**config.mk**
```make
export PLATFORM = sky130hd
export DESIGN_NAME = fcap_unit
export DESIGN_NICKNAME = d
export VERILOG_FILES = /design/src/rtl/fcap_pkg.sv /design/src/rtl/fcap_regs.sv /design/src/rtl/fcap_capture.sv /design/src/rtl/fcap_srcdec.sv /design/src/rtl/fcap_unit.sv
export SDC_FILE = /design/constraint.sdc
export NUM_CORES = 1
export LEC_CHECK = 0
export BUFFER_PORTS_ARGS = -buffer_cell sky130_fd_sc_hd__buf_2
export CORE_AREA = 8 8 115 143
export CTS_BUF_LIST = sky130_fd_sc_hd__clkbuf_4 sky130_fd_sc_hd__clkbuf_8
export DETAILED_ROUTE_END_ITERATION = 12
export DIE_AREA = 0 0 123 151
export GPL_TIMING_DRIVEN = 0
export PLACE_DENSITY = 0.91
export SLEW_MARGIN = 10
export SYNTH_ARGS = -nofsm -noshare
export SYNTH_HDL_FRONTEND = slang
export SYNTH_SLANG_ARGS = --single-unit
```
**constraint.sdc**
```tcl
create_clock -name clk -period 1.8 [get_ports clk]
set_input_delay 0.18 -clock clk [delete_from_list [all_inputs] [get_ports clk]]
set_output_delay 0.18 -clock clk [all_outputs]
set_load 0.03 [all_outputs]
```
**src/rtl/fcap_pkg.sv**
```systemverilog
package fcap_pkg;

    // Capture state machine
    typedef enum logic [0:0] {
        ST_IDLE = 1'b0,
        ST_HELD = 1'b1
    } fcap_state_e;

    // Register word indices (byte offset / 4)
    localparam logic [2:0] IDX_CTRL  = 3'd0;
    localparam logic [2:0] IDX_INTC  = 3'd1;
    localparam logic [2:0] IDX_FSTAT = 3'd2;
    localparam logic [2:0] IDX_FVA   = 3'd3;
    localparam logic [2:0] IDX_FPA   = 3'd4;
    localparam logic [2:0] IDX_FSRC  = 3'd5;
    localparam logic [2:0] IDX_PROT  = 3'd6;

    // Field positions that software depends on
    localparam int CLR_BIT     = 12;
    localparam int COH_BIT     = 8;
    localparam int SEL_LSB     = 5;
    localparam int GROUP_BASE  = 6;

endpackage

```
**src/rtl/fcap_regs.sv**
```systemverilog
module fcap_regs
    import fcap_pkg::*;
#(
    parameter int DATA_W   = 32,
    parameter int NTYPE    = 8,
    parameter int ALIGN_LG = 7,
    parameter int IDX_W    = 3
) (
    input  logic              clk,
    input  logic              rst_n,
    input  logic              wr_hit_i,
    input  logic [IDX_W-1:0]  wr_idx_i,
    input  logic [DATA_W-1:0] wr_data_i,
    output logic              coh_en_o,
    output logic [1:0]        prot_sel_o,
    output logic [NTYPE-1:0]  type_en_o,
    output logic              clr_o,
    output logic [DATA_W-1:0] prot_addr_o
);

    logic                         coh_q;
    logic [1:0]                   sel_q;
    logic [NTYPE-1:0]             en_q;
    logic [DATA_W-ALIGN_LG-1:0]   prot_hi_q;

    always_ff @(posedge clk or negedge rst_n) begin
        if (!rst_n) begin
            coh_q     <= 1'b0;
            sel_q     <= 2'b00;
            en_q      <= '0;
            prot_hi_q <= '0;
        end else if (wr_hit_i) begin
            unique case (wr_idx_i)
                IDX_CTRL: begin
                    coh_q <= wr_data_i[COH_BIT];
                    sel_q <= wr_data_i[SEL_LSB +: 2];
                end
                IDX_INTC: en_q      <= wr_data_i[NTYPE-1:0];
                IDX_PROT: prot_hi_q <= wr_data_i[DATA_W-1:ALIGN_LG];
                default: ;
            endcase
        end
    end

    // Clear strobe: lives for the write cycle only, never stored
    assign clr_o       = wr_hit_i && (wr_idx_i == IDX_INTC) && wr_data_i[CLR_BIT];
    assign coh_en_o    = coh_q;
    assign prot_sel_o  = sel_q;
    assign type_en_o   = en_q;
    assign prot_addr_o = {prot_hi_q, {ALIGN_LG{1'b0}}};

endmodule

```
**src/rtl/fcap_capture.sv**
```systemverilog
module fcap_capture
    import fcap_pkg::*;
#(
    parameter int DATA_W = 32,
    parameter int NTYPE  = 8,
    parameter int ID_W   = 16
) (
    input  logic              clk,
    input  logic              rst_n,
    input  logic              evt_valid_i,
    input  logic [NTYPE-1:0]  evt_type_i,
    input  logic [DATA_W-1:0] evt_va_i,
    input  logic [DATA_W-1:0] evt_pa_i,
    input  logic [ID_W-1:0]   evt_id_i,
    input  logic              clr_i,
    output logic              held_o,
    output logic [NTYPE-1:0]  stat_o,
    output logic [DATA_W-1:0] va_o,
    output logic [DATA_W-1:0] pa_o,
    output logic [ID_W-1:0]   id_o
);

    fcap_state_e st_q, st_nx;
    logic        take;
    logic        evt_hit;

    assign evt_hit = evt_valid_i && (|evt_type_i);

    // State register
    always_ff @(posedge clk or negedge rst_n) begin
        if (!rst_n) st_q <= ST_IDLE;
        else        st_q <= st_nx;
    end

    // Next state and outputs
    always_comb begin
        st_nx  = st_q;
        take   = 1'b0;
        held_o = 1'b0;
        unique case (st_q)
            ST_IDLE: begin
                if (!clr_i && evt_hit) begin   // CAPTURE
                    st_nx = ST_HELD;
                    take  = 1'b1;
                end
            end
            ST_HELD: begin
                held_o = 1'b1;
                if (clr_i) st_nx = ST_IDLE;    // RELEASE
            end
            default: st_nx = ST_IDLE;
        endcase
    end

    // Captured record
    always_ff @(posedge clk or negedge rst_n) begin
        if (!rst_n) begin
            stat_o <= '0;
            va_o   <= '0;
            pa_o   <= '0;
            id_o   <= '0;
        end else if (clr_i) begin
            stat_o <= '0;
            va_o   <= '0;
            pa_o   <= '0;
            id_o   <= '0;
        end else if (take) begin
            stat_o <= evt_type_i;
            va_o   <= evt_va_i;
            pa_o   <= evt_pa_i;
            id_o   <= evt_id_i;
        end
    end

    AST_CAPTURE_TAKEN: assert property (@(posedge clk) disable iff (!rst_n)
        (st_q == ST_IDLE && evt_hit && !clr_i) |=> (held_o && stat_o != '0));

    AST_FIRST_KEPT: assert property (@(posedge clk) disable iff (!rst_n)
        (st_q == ST_HELD && !clr_i) |=> ($stable(va_o) && $stable(stat_o) && $stable(pa_o)));

    AST_CLEAR_RELEASES: assert property (@(posedge clk) disable iff (!rst_n)
        clr_i |=> (!held_o && stat_o == '0));

endmodule

```
**src/rtl/fcap_srcdec.sv**
```systemverilog
module fcap_srcdec
    import fcap_pkg::*;
#(
    parameter int DATA_W = 32,
    parameter int ID_W   = 16
) (
    input  logic [ID_W-1:0]   id_i,
    output logic [DATA_W-1:0] src_word_o
);

    logic [2:0] grp;
    logic [3:0] port;

    assign grp  = 3'(GROUP_BASE) - id_i[15:13];
    assign port = id_i[11:8];

    always_comb begin
        src_word_o                    = '0;
        src_word_o[3:0]               = port;
        src_word_o[6:4]               = grp;
        src_word_o[DATA_W-1 -: ID_W]  = id_i;
    end

endmodule

```
**src/rtl/fcap_unit.sv**
```systemverilog
module fcap_unit
    import fcap_pkg::*;
#(
    parameter int DATA_W   = 32,
    parameter int ADDR_W   = 5,
    parameter int NTYPE    = 8,
    parameter int ID_W     = 16,
    parameter int PAGE_LG  = 12,
    parameter int ALIGN_LG = 7
) (
    input  logic              clk,
    input  logic              rst_n,
    input  logic              wr_en_i,
    input  logic [ADDR_W-1:0] wr_addr_i,
    input  logic [DATA_W-1:0] wr_data_i,
    input  logic              rd_en_i,
    input  logic [ADDR_W-1:0] rd_addr_i,
    output logic              rd_valid_o,
    output logic [DATA_W-1:0] rd_data_o,
    input  logic              evt_valid_i,
    input  logic [NTYPE-1:0]  evt_type_i,
    input  logic [DATA_W-1:0] evt_va_i,
    input  logic [DATA_W-1:0] evt_pa_i,
    input  logic [ID_W-1:0]   evt_id_i,
    output logic              irq_o,
    output logic              redir_o,
    output logic [DATA_W-1:0] redir_addr_o,
    output logic              coh_en_o,
    output logic [1:0]        prot_sel_o
);

    localparam int IDX_W = ADDR_W - 2;

    logic              wr_hit;
    logic              rd_ok;
    logic [IDX_W-1:0]  wr_idx, rd_idx;
    logic [NTYPE-1:0]  type_en, stat;
    logic              clr, held;
    logic [DATA_W-1:0] prot_addr, cap_va, cap_pa, src_word, rd_mux;
    logic [ID_W-1:0]   cap_id;

    assign wr_idx = wr_addr_i[ADDR_W-1:2];
    assign rd_idx = rd_addr_i[ADDR_W-1:2];
    assign wr_hit = wr_en_i && (wr_addr_i[1:0] == 2'b00);
    assign rd_ok  = (rd_addr_i[1:0] == 2'b00);

    fcap_regs #(
        .DATA_W(DATA_W), .NTYPE(NTYPE), .ALIGN_LG(ALIGN_LG), .IDX_W(IDX_W)
    ) u_regs (
        .clk(clk), .rst_n(rst_n),
        .wr_hit_i(wr_hit), .wr_idx_i(wr_idx), .wr_data_i(wr_data_i),
        .coh_en_o(coh_en_o), .prot_sel_o(prot_sel_o), .type_en_o(type_en),
        .clr_o(clr), .prot_addr_o(prot_addr)
    );

    fcap_capture #(
        .DATA_W(DATA_W), .NTYPE(NTYPE), .ID_W(ID_W)
    ) u_cap (
        .clk(clk), .rst_n(rst_n),
        .evt_valid_i(evt_valid_i), .evt_type_i(evt_type_i),
        .evt_va_i(evt_va_i), .evt_pa_i(evt_pa_i), .evt_id_i(evt_id_i),
        .clr_i(clr), .held_o(held), .stat_o(stat),
        .va_o(cap_va), .pa_o(cap_pa), .id_o(cap_id)
    );

    fcap_srcdec #(
        .DATA_W(DATA_W), .ID_W(ID_W)
    ) u_src (
        .id_i(cap_id), .src_word_o(src_word)
    );

    assign irq_o        = |(stat & type_en);
    assign redir_o      = held;
    assign redir_addr_o = prot_addr;

    always_comb begin
        rd_mux = '0;
        if (rd_ok) begin
            case (rd_idx)
                IDX_CTRL: begin
                    rd_mux[COH_BIT]        = coh_en_o;
                    rd_mux[SEL_LSB +: 2]   = prot_sel_o;
                end
                IDX_INTC:  rd_mux[NTYPE-1:0] = type_en;
                IDX_FSTAT: rd_mux[NTYPE-1:0] = stat;
                IDX_FVA:   rd_mux = {cap_va[DATA_W-1:PAGE_LG], {PAGE_LG{1'b0}}};
                IDX_FPA:   rd_mux = cap_pa;
                IDX_FSRC:  rd_mux = src_word;
                IDX_PROT:  rd_mux = prot_addr;
                default:   rd_mux = '0;
            endcase
        end
    end

    always_ff @(posedge clk or negedge rst_n) begin
        if (!rst_n) begin
            rd_valid_o <= 1'b0;
            rd_data_o  <= '0;
        end else begin
            rd_valid_o <= rd_en_i;
            if (rd_en_i) rd_data_o <= rd_mux;
        end
    end

    AST_IRQ_NEEDS_HOLD: assert property (@(posedge clk) disable iff (!rst_n)
        irq_o |-> redir_o);

    AST_RD_LATENCY: assert property (@(posedge clk) disable iff (!rst_n)
        rd_en_i |=> rd_valid_o);

endmodule

```
==> results.py <==
metrics = {
    "outcome": {
        "status": "complete, but fails checks",
        "violations": "setup timing",
    },
    "floorplan": {
        "ios": 205,
        "coreArea_sq_mm": 0.01422,
        "start_util_pct": 53.35,
        "num_rows": 49,
        "chipHeight_um": 151,
        "fp.dieW_um": 123,
        "die-area_sq_mm": 0.01857,
    },
    "sta": {
        "rsz0062_at_grt": "false",
        "setup_ws_ns": -0.03702,
        "max_freq_mhz": 544.4,
        "setup_viol": 1,
        "setup_tns_ns": -0.03702,
        "hold_viol": 0,
        "skew_ns": 0.008680,
        "slew_headroom_pct": 52.58,
        "tightest_slew_ns": 0.7113,
        "post-route-period-util_pct": 102.1,
        "timing.final.max_slew_violations": 0,
        "whs_ns": 0.006451,
        "final.min_clock_period_ns": 1.837,
    },
    "critical_path": {
        "cp-start-kind": "input pin",
        "worstPathCellList": "buf_2, nand4bb_2, clkbuf_1, clkbuf_1, o21ai_0, mux2i_1",
        "crit_arrival_ns": 2.14,
        "crit_path_top_delay_cell": "nand4bb_2",
        "critical-path-top-delay-family": "buffers and inverters",
        "critPathRequiredTime_ns": 2.10,
        "endpoint_kind": "register",
        "critical_path.max_fanout": 10,
        "r2r-start": "u_cap.id_o[13]",
        "startpoint": "wr_addr_i[4]",
        "crit_path_max_incr_delay_ns": 0.57,
        "crit_path_frequent_cell": "clkbuf_1",
        "cp_num_buf_inv": 3,
        "worst-setup-path-type": "in -> reg",
    },
    "finish": {
        "syn_to_final_growth_pct": 31.76,
        "post-route-cell-area_sq_mm": 0.009998,
        "drive_gt1_share_pct": 30.10,
        "utilization_pct": 70.29,
        "final_common_cell": "buf_2",
        "nets": 1123,
        "final_cell_mix": "buf_2 (188), o21ai_0 (155), dfrtp_1 (146), mux2i_1 (79), dlygate4sd3_1 (77)",
    },
    "clocking": {
        "post_cts_buffers": 0,
        "cts_buffer_depth": 2,
        "clock_sinks": 146,
        "cts_made_buffers": 17,
        "clock_latency_ns": 0.46,
        "cts_root_buf": "clkbuf_8",
        "cts.reportedPaths.clkPinSlew_ns": 0.09,
        "tritoncts": "done",
        "h-tree-depth": 4,
    },
    "synthesis": {
        "ys_warn_count": 0,
        "yosys-top-cells-area": "dfrtp_1 (48%), mux2i_1 (10%), o21ai_0 (10%)",
        "ys_seq_area_share_pct": 48.15,
        "synth_seq_cells": 146,
        "synth_enable_flop_cells": 0,
        "yosysTopAreaCell": "dfrtp_1",
        "synth_top_area_share_pct": 48.15,
        "synth_area_sq_mm": 0.007589,
        "syn_inst": 702,
        "async_reset_ff_share_pct": 100.0,
        "ys_types": 49,
        "ys.flop_type": "dfrtp_1",
        "syn_avg_cell_area_sq_um": 10.81,
    },
    "placed_design": {
        "place_ws_ns": -0.4783,
        "gp_congestion": 0.9254,
        "place_area_sq_mm": 0.008787,
        "dpl.hpwl_um": 17710,
        "place.port_buffers": 183,
    },
    "run": {
        "drv_cap": 0,
    },
    "grt": {
        "grt_start_max_net_pins": 105,
        "grt_pass1_wl_um": 38750,
        "gr-total-overflow": 0,
        "grt_usage_pct": 27.05,
        "first_global_vias": 7408,
        "antenna_found_initial": 2,
    },
    "power_and_ir_drop": {
        "vdd_drop_max_uv": 625.4,
        "p_leak_uw": 0.004502,
        "p_per_area_mw_per_mm2": 883.5,
    },
    "route": {
        "route.vias.total": 7117,
        "postRouteAntennaNets": 0,
        "wl_per_cell_um": 21.33,
        "drt_pass1_iterations": 5,
        "wirelength_um": 25170,
        "vias_per_cell": 6.031,
        "drc": 0,
        "first_iter_violations": 552,
    },
    "worst_hold_path": {
        "hp-class": "in -> reg",
        "min-delay-start": "evt_id_i[3]",
    },
}
-- power breakdown --
part	total (uW)	switching (uW)	leakage, uW	internal, uW
Combinational	1940	1090	0.00234	851
Sequential	4000	301	0.00195	3700
Clock	2890	1350	0.000217	1540
Total	8830	2740	0.00450	6100
-- worst reg2reg max path, cell delays in order (launching register included) --
cell,delay (ns)
dfrtp_1,0.47
ha_1,0.32
inv_1,0.04
mux4_2,0.46
a21bo_2,0.20
-- metrics by stage --
step	cells	total power (uW)
global placement	1069	5725
finish	1180	8834
CTS	1178	8777
floorplan	708	5101
global route	1180	9141
detailed placement	1070	5812
-- synth_stat cells (2+ instances only) --
master      n
mux2_2     51
a221oi_1   22
nand2_1     2
o21ai_0   155
mux2_1      4
nor2b_1    26
buf_2       6
a22oi_1     9
clkbuf_1   57
inv_1      34
mux2_4      8
nor2_1      4
buf_4       9
dfrtp_1   146
and4b_1    16
buf_6       5
or4_1       2
mux2i_1    79
o22ai_1    29
buf_1       2
nor4bb_1    7
nand3b_1    2
-- worst paths after layout --
kind	end	slack [ns]	cells past startpoint
min in group asynchronous	u_cap.pa_o[2]	0.19	2
hold / removal	u_cap.id_o[3]	0.006	3
hold reg to reg	u_regs.prot_hi_q[11]	0.52	1
setup reg to reg	rd_data_o[5]	0.21	4
setup / recovery	u_cap.pa_o[8]	-0.04	6
max in group asynchronous	u_cap.pa_o[6]	0.77	3
-- flip-flops by register name (all words and copies together), names as in the netlist --
register	flops
rd_data_o	32
u_cap.pa_o	32
u_regs.prot_hi_q	25
u_cap.va_o	20
u_cap.id_o	16
u_cap.stat_o	8
u_regs.type_en_o	8
u_regs.prot_sel_o	2
rd_valid_o	1
u_cap.st_q	1
u_regs.coh_en_o	1
-- cell type report --
type,instances,area (sq um)
fill,1006,4225
sequential,146,3654
multi-input combinational,448,3455
timing repair buffer,261,1724
buffer,79,376.6
clock buffer,19,249.0
tap,178,222.7
clock inverter,13,185.2
inverter,34,127.6
antenna,2,5.005
-- per-layer routing --
| layer | up-vias | wire length (um) | track usage (%) |
|---|---|---|---|
| met3 | 114 | 2066 | 6.266 |
| met2 | 431 | 12350 | 45.14 |
| met5 | - | 0 | 0 |
| li1 | 3125 | - | - |
| met1 | 3447 | 9302 | 30.70 |
| met4 | 0 | 1450 | 17.02 |
-- what timing repair did --
action / in CTS / in global routing
endpoints found under the hold margin: 122 / 0
resized for setup: 1 / 0
endpoints found under the setup margin: 2 / 0
hold buffers: 77 / 0
-- cells by family (layout without fill, tap and decap cells) --
family | count (synthesis) | count (layout) | synth area share, %
and+or+nand+nor | 72 | 72 | 7.321
muxes | 143 | 143 | 20.46
buffers and inverters | 114 | 406 | 6.694
AOI/OAI and AO/OA | 224 | 224 | 17.05
DFF | 146 | 146 | 48.15
other | 1 | 9 | 0.04942
adders and majority gates | 1 | 1 | 0.1649
xor gates and xnor gates | 1 | 1 | 0.1154
Note: power is estimated with default switching activity, not from simulation.
